File: src/rtl/seqrst_pkg.sv
package seqrst_pkg;

    // Sequencer states
    typedef enum logic [1:0] {
        ST_HOLD = 2'd0,   // every stage held in reset
        ST_PEND = 2'd1,   // one stage released, waiting for its completion
        ST_DONE = 2'd2    // whole chain released
    } seq_state_e;

    // Width of an index able to address n items (at least one bit)
    function automatic int idx_width(input int n);
        return (n > 1) ? $clog2(n) : 1;
    endfunction

endpackage

File: src/rtl/seqrst_rst_sync.sv
// Reset synchronizer: asserts asynchronously, deasserts after DEPTH edges.
module seqrst_rst_sync #(
    parameter int DEPTH = 2
) (
    input  logic clk,
    input  logic arst_n,
    output logic rst_n
);

    logic [DEPTH-1:0] chain_q;

    always_ff @(posedge clk or negedge arst_n) begin
        if (!arst_n) begin
            chain_q <= '0;
        end else begin
            chain_q <= {chain_q[DEPTH-2:0], 1'b1};
        end
    end

    assign rst_n = chain_q[DEPTH-1];

endmodule

File: src/rtl/seqrst_bit_sync.sv
// Multi-flop synchronizer, one independent chain per bit.
module seqrst_bit_sync #(
    parameter int WIDTH = 4,
    parameter int DEPTH = 2
) (
    input  logic             clk,
    input  logic             rst_n,
    input  logic [WIDTH-1:0] async_i,
    output logic [WIDTH-1:0] sync_o
);

    for (genvar b = 0; b < WIDTH; b++) begin : g_bit
        logic [DEPTH-1:0] flop_q;

        always_ff @(posedge clk or negedge rst_n) begin
            if (!rst_n) begin
                flop_q <= '0;
            end else begin
                flop_q <= {flop_q[DEPTH-2:0], async_i[b]};
            end
        end

        assign sync_o[b] = flop_q[DEPTH-1];
    end

endmodule

File: src/rtl/seqrst_fsm.sv
// Stage sequencing state machine.
module seqrst_fsm
    import seqrst_pkg::*;
#(
    parameter int N_STAGES = 4,
    parameter int IDX_W    = 2
) (
    input  logic                clk,
    input  logic                rst_n,
    input  logic [N_STAGES-1:0] done_sync_i,
    output logic [N_STAGES-1:0] rel_n_o,
    output logic                seq_done_o,
    output logic [IDX_W-1:0]    cur_idx_o
);

    localparam logic [IDX_W-1:0] LAST_IDX = IDX_W'(N_STAGES - 1);

    seq_state_e       state_q, state_d;
    logic [IDX_W-1:0] idx_q, idx_d;
    logic             cur_seen;

    // State register
    always_ff @(posedge clk or negedge rst_n) begin
        if (!rst_n) begin
            state_q <= ST_HOLD;
            idx_q   <= '0;
        end else begin
            state_q <= state_d;
            idx_q   <= idx_d;
        end
    end

    // Next state
    always_comb begin
        state_d  = state_q;
        idx_d    = idx_q;
        cur_seen = done_sync_i[idx_q];
        unique case (state_q)
            ST_HOLD: begin
                // HOLD_TO_PEND
                state_d = ST_PEND;
                idx_d   = '0;
            end
            ST_PEND: begin
                if (cur_seen) begin
                    if (idx_q == LAST_IDX) begin
                        // PEND_TO_DONE
                        state_d = ST_DONE;
                    end else begin
                        // PEND_ADVANCE
                        idx_d = idx_q + 1'b1;
                    end
                end
            end
            ST_DONE: begin
                state_d = ST_DONE;
            end
            default: begin
                state_d = ST_HOLD;
                idx_d   = '0;
            end
        endcase
    end

    // Outputs
    always_comb begin
        for (int i = 0; i < N_STAGES; i++) begin
            rel_n_o[i] = (state_q == ST_DONE) ||
                         ((state_q == ST_PEND) && (IDX_W'(i) <= idx_q));
        end
        seq_done_o = (state_q == ST_DONE);
        cur_idx_o  = idx_q;
    end

endmodule

File: src/rtl/seq_reset_ctrl.sv
// Staged subsystem reset sequencer, top level.
module seq_reset_ctrl
    import seqrst_pkg::*;
#(
    parameter int N_STAGES   = 4,
    parameter int SYNC_DEPTH = 2,
    localparam int IDX_W     = idx_width(N_STAGES)
) (
    input  logic                clk,
    input  logic                mrst_n,
    input  logic [N_STAGES-1:0] stage_done_i,
    output logic [N_STAGES-1:0] stage_rst_n_o,
    output logic                seq_done_o,
    output logic [IDX_W-1:0]    cur_stage_o
);

    logic                rst_int_n;
    logic [N_STAGES-1:0] done_sync;

    seqrst_rst_sync #(
        .DEPTH (SYNC_DEPTH)
    ) rst_sync_i (
        .clk    (clk),
        .arst_n (mrst_n),
        .rst_n  (rst_int_n)
    );

    seqrst_bit_sync #(
        .WIDTH (N_STAGES),
        .DEPTH (SYNC_DEPTH)
    ) done_sync_i (
        .clk     (clk),
        .rst_n   (rst_int_n),
        .async_i (stage_done_i),
        .sync_o  (done_sync)
    );

    seqrst_fsm #(
        .N_STAGES (N_STAGES),
        .IDX_W    (IDX_W)
    ) fsm_i (
        .clk         (clk),
        .rst_n       (rst_int_n),
        .done_sync_i (done_sync),
        .rel_n_o     (stage_rst_n_o),
        .seq_done_o  (seq_done_o),
        .cur_idx_o   (cur_stage_o)
    );

endmodule

File: config.mk
export PLATFORM = sky130hd
export DESIGN_NAME = seq_reset_ctrl
export DESIGN_NICKNAME = d
export VERILOG_FILES = /design/src/rtl/seqrst_pkg.sv /design/src/rtl/seqrst_rst_sync.sv /design/src/rtl/seqrst_bit_sync.sv /design/src/rtl/seqrst_fsm.sv /design/src/rtl/seq_reset_ctrl.sv
export SDC_FILE = /design/constraint.sdc
export NUM_CORES = 1
export LEC_CHECK = 0
export CELL_PAD_IN_SITES_DETAIL_PLACEMENT = 1
export CELL_PAD_IN_SITES_GLOBAL_PLACEMENT = 2
export CORE_MARGIN = 4
export CORE_UTILIZATION = 31
export CTS_CLUSTER_SIZE = 8
export DETAILED_ROUTE_END_ITERATION = 16
export PLACE_DENSITY_LB_ADDON = 0.25
export SLEW_MARGIN = 40
export SYNTH_ARGS = -nofsm -noshare
export SYNTH_HDL_FRONTEND = slang
export SYNTH_SLANG_ARGS = --single-unit
File: constraint.sdc
create_clock -name clk -period 1.4 [get_ports clk]
set_input_delay 0.28 -clock clk [delete_from_list [all_inputs] [get_ports clk]]
set_output_delay 0.28 -clock clk [all_outputs]
set_load 0.1 [all_outputs]
==> flow_metrics.tcl, run 1 <==
set metrics [dict create \
    outcome "finished with violations" \
    failed_checks "negative setup slack" \
    clock_path_buffers 2 \
    yosysWarnings 0 \
    grt.total_usage_pct 13.00 \
    avgRoutedWirePerCell_microns 14.70 \
    clock_tree.htree_level_count 1 \
    timing.critical_path.slowest_cell_delay_ns 0.53 \
    synthArstFlopShare_pct 100.0 \
    final_max_slew_viol_count 0 \
    ant_nets 0 \
    drv.max_cap_violation_count 0 \
    number_of_cells_produced_by_synthesis 50 \
    post_route_cells_drive_above_1_share_pct 66.67 \
    path_cells "ha_4 > a21oi_4 > clkinvlp_4 > buf_12" \
    design.die.area_sq_um 2791 \
    finalWirelength_mm 1.690 \
    timing.final.ws_setup_ns -0.3148 \
    die-height_microns 52.83 \
    crit_path_top_delay_cell "sky130_fd_sc_hd__dfrtp_4" \
    wire_length_of_the_first_global_routing_pass_mm 2.518 \
    number_of_buffers_created_by_cts 3 \
    cts.root.buffer_cell "sky130_fd_sc_hd__clkbuf_4" \
    fin_skew_ns 0.009236 \
    synth_largest_type_area_fraction_pct 56.22 \
    remaining_drc_errors 0 \
    critical_path_arrival_ns 1.43 \
    worst_ep_required_time_ns 1.12 \
    fillCellCount 184 \
    layout_min_cycle_time_ns 1.715 \
    worstSetupStartpointType "register" \
    synth.most_common_cell "sky130_fd_sc_hd__dfrtp_1" \
    postSynth.topFlopCell "sky130_fd_sc_hd__dfrtp_1" \
    initial_antenna_violation_count 0 \
    dieWidth_microns 52.83 \
    clock_tree_from_tritoncts "built" \
    fin_setup_tns_ns -2.362 \
    regToRegStartpoint "fsm_i.cur_idx_o[1]" \
    io_pins 13 \
    via_count_of_the_first_global_routing_pass 560 \
    synth_fp_nets 62 \
    layout-area-overhead-vs-synth_pct 93.37 \
    finalWeightedCongestion 0.7928 \
    layout_worst_path_cycle_share_pct 122.5 \
    critical_path.endpoint_type "output port" \
    ctsHoldBuffers 0 \
    row_count 15 \
    final-hold-violation-count 0 \
    syn-cell-area_sq_um 623.1 \
    post_drt_via_cell_ratio 4.574 \
    max_clock_freq_ghz 0.5832 \
    initial_core_util_pct 34.23 \
    design.final.nets 103 \
    detail_route.iter0.violations 2 \
    synth_area_per_cell_sq_um 12.46 \
    seq_area_frac_synth_pct 56.22 \
    layout.area.seq_sq_um 357.8 \
    setup.worst_path.class "register to output port" \
    synth_cell_type_count 20 \
    hold_class "input pin to asynchronous set/reset pin" \
    detailroute.via_count 526 \
    hpwlAfterDp_mm 1.097 \
    clk_pin_slew_ns 0.08 \
    postSynthRegisterBits 14 \
    synthTopCellsByCount "sky130_fd_sc_hd__dfrtp_1, sky130_fd_sc_hd__ha_1, sky130_fd_sc_hd__inv_1" \
    grt_setup_unrepaired "true" \
    drt-pass1-iter-count 2 \
    global_route_overflow 0 \
    synth_top_cell_by_area "sky130_fd_sc_hd__dfrtp_1" \
    cp_max_fo 6 \
    multi_input_area_sq_um 352.8 \
    timing.final.setup_violations 11 \
    antenna_cells 0 \
    synth_top_cells_by_area "sky130_fd_sc_hd__dfrtp_1, sky130_fd_sc_hd__ha_1, sky130_fd_sc_hd__inv_1" \
    placement.io_buffers 12 \
    design.core.area_sq_um 1821 \
    number_of_synthesized_flops_with_an_enable_pin 0 \
    maximum_number_of_pins_on_one_net_before_global_route_repair 13 \
    numClockSinks 14 \
    clkLatencyLatePin_ns 0.27 \
    crit_path_start "fsm_i.cur_idx_o[1]" \
]
[through the flow]
stage | cell area (sq um) | setup WS, ns | hold WS [ns] | util [%] | instances
finish | 1205 | -0.3148 | 0.1703 | 66.19 | 115
global placement | 968.4 | -0.1079 | 0.1936 | 53.20 | 96
CTS | 1112 | -0.3310 | 0.1730 | 61.10 | 107
detailed placement | 968.4 | -0.1334 | 0.2030 | 53.20 | 96
floorplan | 679.4 | -0.3314 | -0.01559 | - | 50
global route | 1205 | -0.4048 | 0.1525 | 66.19 | 115
[layout make-up]
| class | count | area share, % |
|---|---|---|
| inverter | 6 | 2.388 |
| tap | 25 | 2.596 |
| multi-input combinational | 29 | 29.28 |
| timing repair buffer | 37 | 33.85 |
| clock buffer | 4 | 2.181 |
| sequential | 14 | 29.70 |
[critical path: cells and delay by family (launching register included)]
family	cells	cell delay, ns
adder cells (fa/ha/maj)	1	0.19
AO/OA/AOI/OAI	1	0.15
flip-flops	1	0.53
buffers and inverters	2	0.29
[logic make-up after synthesis]
| group | after synthesis | share of synthesized area (%) |
|---|---|---|
| adder cells (fa/ha/maj) | 6 | 12.05 |
| multiplexers | 5 | 8.634 |
| AND/OR/NAND/NOR | 8 | 6.227 |
| AO/OA/AOI/OAI | 9 | 11.45 |
| other | 1 | 0.6018 |
| flip-flops | 14 | 56.23 |
| buffers and inverters | 7 | 4.819 |
[state kept, by name, indices dropped and copies added (netlist names)]
name,count
done_sync_i.g_bit.flop_q,8
fsm_i.cur_idx_o,2
fsm_i.state_q,2
rst_sync_i.chain_q,2
[path summary, 6_finish.rpt]
check | endpoint | slack (ns) | depth (start not counted)
max | stage_rst_n_o[3] | -0.31 | 4
min | rst_sync_i.chain_q[1] | 0.17 | 1
max reg2reg | fsm_i.state_q[1] | -0.26 | 5
min reg2reg | done_sync_i.g_bit[1].flop_q[1] | 0.18 | 0
max in group asynchronous | fsm_i.cur_idx_o[1] | 0.86 | 0
min in group clk | done_sync_i.g_bit[1].flop_q[1] | 0.35 | 0
[layer usage]
metal  up-vias  GRT usage (%)  wire (microns)
li1        244              -               -
met1       256          13.27             645
met2        20          24.17             918
met3         6          1.994              54
met4         0          8.085              72
met5         -              0               0
[placed cells by master (no fill, tap or decap), drive strengths merged, types with 3 or more instances in the layout]
master	Yosys	layout
buf	1	32
ha	6	6
clkbuf	0	4
nand2	3	3
clkdlybuf4s50	0	5
inv	6	5
dfrtp	14	14
mux2	3	3
[what timing repair did]
item                       in CTS  in global routing
pin swaps                       3                  4
buffers inserted                7                  8
setup endpoints to repair      11                 11
resized for setup              17                  8
Power of run 1 is left out: the tool's default activity adds up to more than one toggle a clock period on the data nets, which glitch-free logic cannot reach.
==> run 2: changes to the inputs <==
==> constraint.sdc (replaced) <==
create_clock -name clk -period 1.7 [get_ports clk]
set_input_delay 0.17 -clock clk [delete_from_list [all_inputs] [get_ports clk]]
set_output_delay 0.17 -clock clk [all_outputs]
set_load 0.1 [all_outputs]
==> run 2 against run 1 <==
Against the previous run: the flow now finishes without violations; global-route usage fell by 2.4 points; design area shrank 18%; via count shrank 18%; critical path type unchanged; highest routed layer is now met3.
==> flow_metrics.tcl, run 2 (synthesis gave the netlist of run 1 again) <==
set metrics [dict create \
    drt-pass1-iter-count 1 \
    finish.utilization_pct 54.50 \
    worstSetupStartpointType "register" \
    timing.final.setup_violations 0 \
    antenna_cells 0 \
    cp_max_fo 6 \
    hold_class "input pin to asynchronous set/reset pin" \
    setup.reg_to_reg.worst_slack_ns 0.10 \
    fin_skew_ns 0.0005135 \
    avgRoutedWirePerCell_microns 12.71 \
    layout_min_cycle_time_ns 1.626 \
    finalWirelength_mm 1.220 \
    row_count 15 \
    timing.critical_path.slowest_cell_delay_ns 0.40 \
    clock_path_buffers 2 \
    final_common_cell "sky130_fd_sc_hd__dfrtp_1" \
    layout.area.seq_sq_um 359.1 \
    io_pins 13 \
    via_count_of_the_first_global_routing_pass 488 \
    post_route_cells_drive_above_1_share_pct 47.89 \
    dieWidth_microns 52.83 \
    final_cell_mix "sky130_fd_sc_hd__dfrtp_1, sky130_fd_sc_hd__buf_12, sky130_fd_sc_hd__buf_4" \
    cts.root.buffer_cell "sky130_fd_sc_hd__clkbuf_4" \
    design.final.nets 84 \
    critical_path.endpoint_type "output port" \
    pre_cts_slack_ns 0.1132 \
    maximum_number_of_pins_on_one_net_before_global_route_repair 13 \
    design.core.area_sq_um 1821 \
    finalWeightedCongestion 0.7136 \
    setup.worst_path.class "register to output port" \
    remaining_drc_errors 0 \
    post_drt_via_cell_ratio 4.500 \
    critical_path_arrival_ns 1.46 \
    worst-r2r-cell-count 4 \
    design.die.area_sq_um 2791 \
    hpwlAfterDp_microns 957.7 \
    regMostFlops "done_sync_i.g_bit.flop_q" \
    grt_setup_unrepaired "true" \
    initial_antenna_violation_count 0 \
    dr_wl_met2_microns 671 \
    number_of_flip_flops_in_the_largest_register 8 \
    max_clock_freq_ghz 0.6149 \
    fin_hold_ws_ns 0.06115 \
    layout_worst_path_cycle_share_pct 95.67 \
    detail_route.iter0.violations 0 \
    number_of_buffers_created_by_cts 3 \
    die-height_microns 52.83 \
    numClockSinks 14 \
    crit_path_top_delay_cell "sky130_fd_sc_hd__dfrtp_1" \
    ant_nets 0 \
    grt.total_usage_pct 10.63 \
    global_route_overflow 0 \
    wire_length_of_the_first_global_routing_pass_mm 2.194 \
    multi_input_area_sq_um 304.0 \
    layout-area-overhead-vs-synth_pct 59.24 \
    route.met3.wl_microns 57 \
    clock_tree.htree_level_count 1 \
    clkLatencyLatePin_ns 0.26 \
    outcome "finished clean" \
    clk_pin_slew_ns 0.08 \
    regToRegStartpoint "fsm_i.cur_idx_o[0]" \
    fillCellCount 192 \
    drv.max_cap_violation_count 0 \
    placement.io_buffers 12 \
    final-hold-violation-count 0 \
    worst_ep_required_time_ns 1.53 \
    detail_route.wirelength.met1_microns 491 \
    clock_tree_from_tritoncts "built" \
    path_cells "buf_4 > ha_4 > a21oi_4 > clkinvlp_4 > buf_12" \
    initial_core_util_pct 34.23 \
    detailroute.via_count 432 \
    uppermost_routed_layer "met3" \
    final_max_slew_viol_count 0 \
    worstReg2RegEnd "fsm_i.state_q[0]" \
    timing.final.ws_setup_ns 0.07360 \
]
[run 2: repair_timing]
item | CTS | global route
buffers inserted | 2 | 3
hold buffers | 0 | 0
setup endpoints to repair | 2 | 3
pin swaps | 0 | 1
gates resized for setup | 4 | 5
gates cloned | 0 | 0
[run 2: worst max-delay path: cells and delay by family, from the launching register on]
family / cells / cell delay, ns
flip-flops: 1 / 0.40
buffers and inverters: 3 / 0.44
adder cells (fa/ha/maj): 1 / 0.19
AO/OA/AOI/OAI: 1 / 0.16
[run 2: layout make-up]
| cell class | instances | share of cell area (%) |
|---|---|---|
| clock buffers | 4 | 3.657 |
| inverters | 6 | 2.648 |
| multi-input cells | 29 | 30.64 |
| flip-flops and latches | 14 | 36.19 |
| well taps | 25 | 3.153 |
| repair buffers | 18 | 23.71 |
[run 2: layer usage]
metal | track usage, % | up-vias
met4 | 2.553 | 0
met3 | 1.994 | 0
li1 | - | 206
met1 | 12.26 | 214
met2 | 19.83 | 12
met5 | 0 | -
[run 2: how the worst max path moves through the flow]
stage,from,end,slack [ns],depth (start not counted)
floorplan,fsm_i.cur_idx_o[0],fsm_i.state_q[0],-0.01,4
global placement,fsm_i.state_q[1],fsm_i.cur_idx_o[0],0.14,5
detailed placement,fsm_i.state_q[1],fsm_i.cur_idx_o[0],0.11,5
CTS,fsm_i.cur_idx_o[0],stage_rst_n_o[3],0.002,4
global route,fsm_i.state_q[1],stage_rst_n_o[3],-0.01,5
finish,fsm_i.state_q[1],stage_rst_n_o[3],0.07,5
[run 2: stage by stage]
step                      cells  setup TNS (ns)  area [sq um]
after CTS                    93               0         948.4
after global placement       87               0         883.3
after global routing         96        -0.01411         992.2
final                        96               0         992.2
after floorplan              50        -0.02066         661.9
after detailed placement     87               0         883.3
Power of run 2 is left out for the same reason.
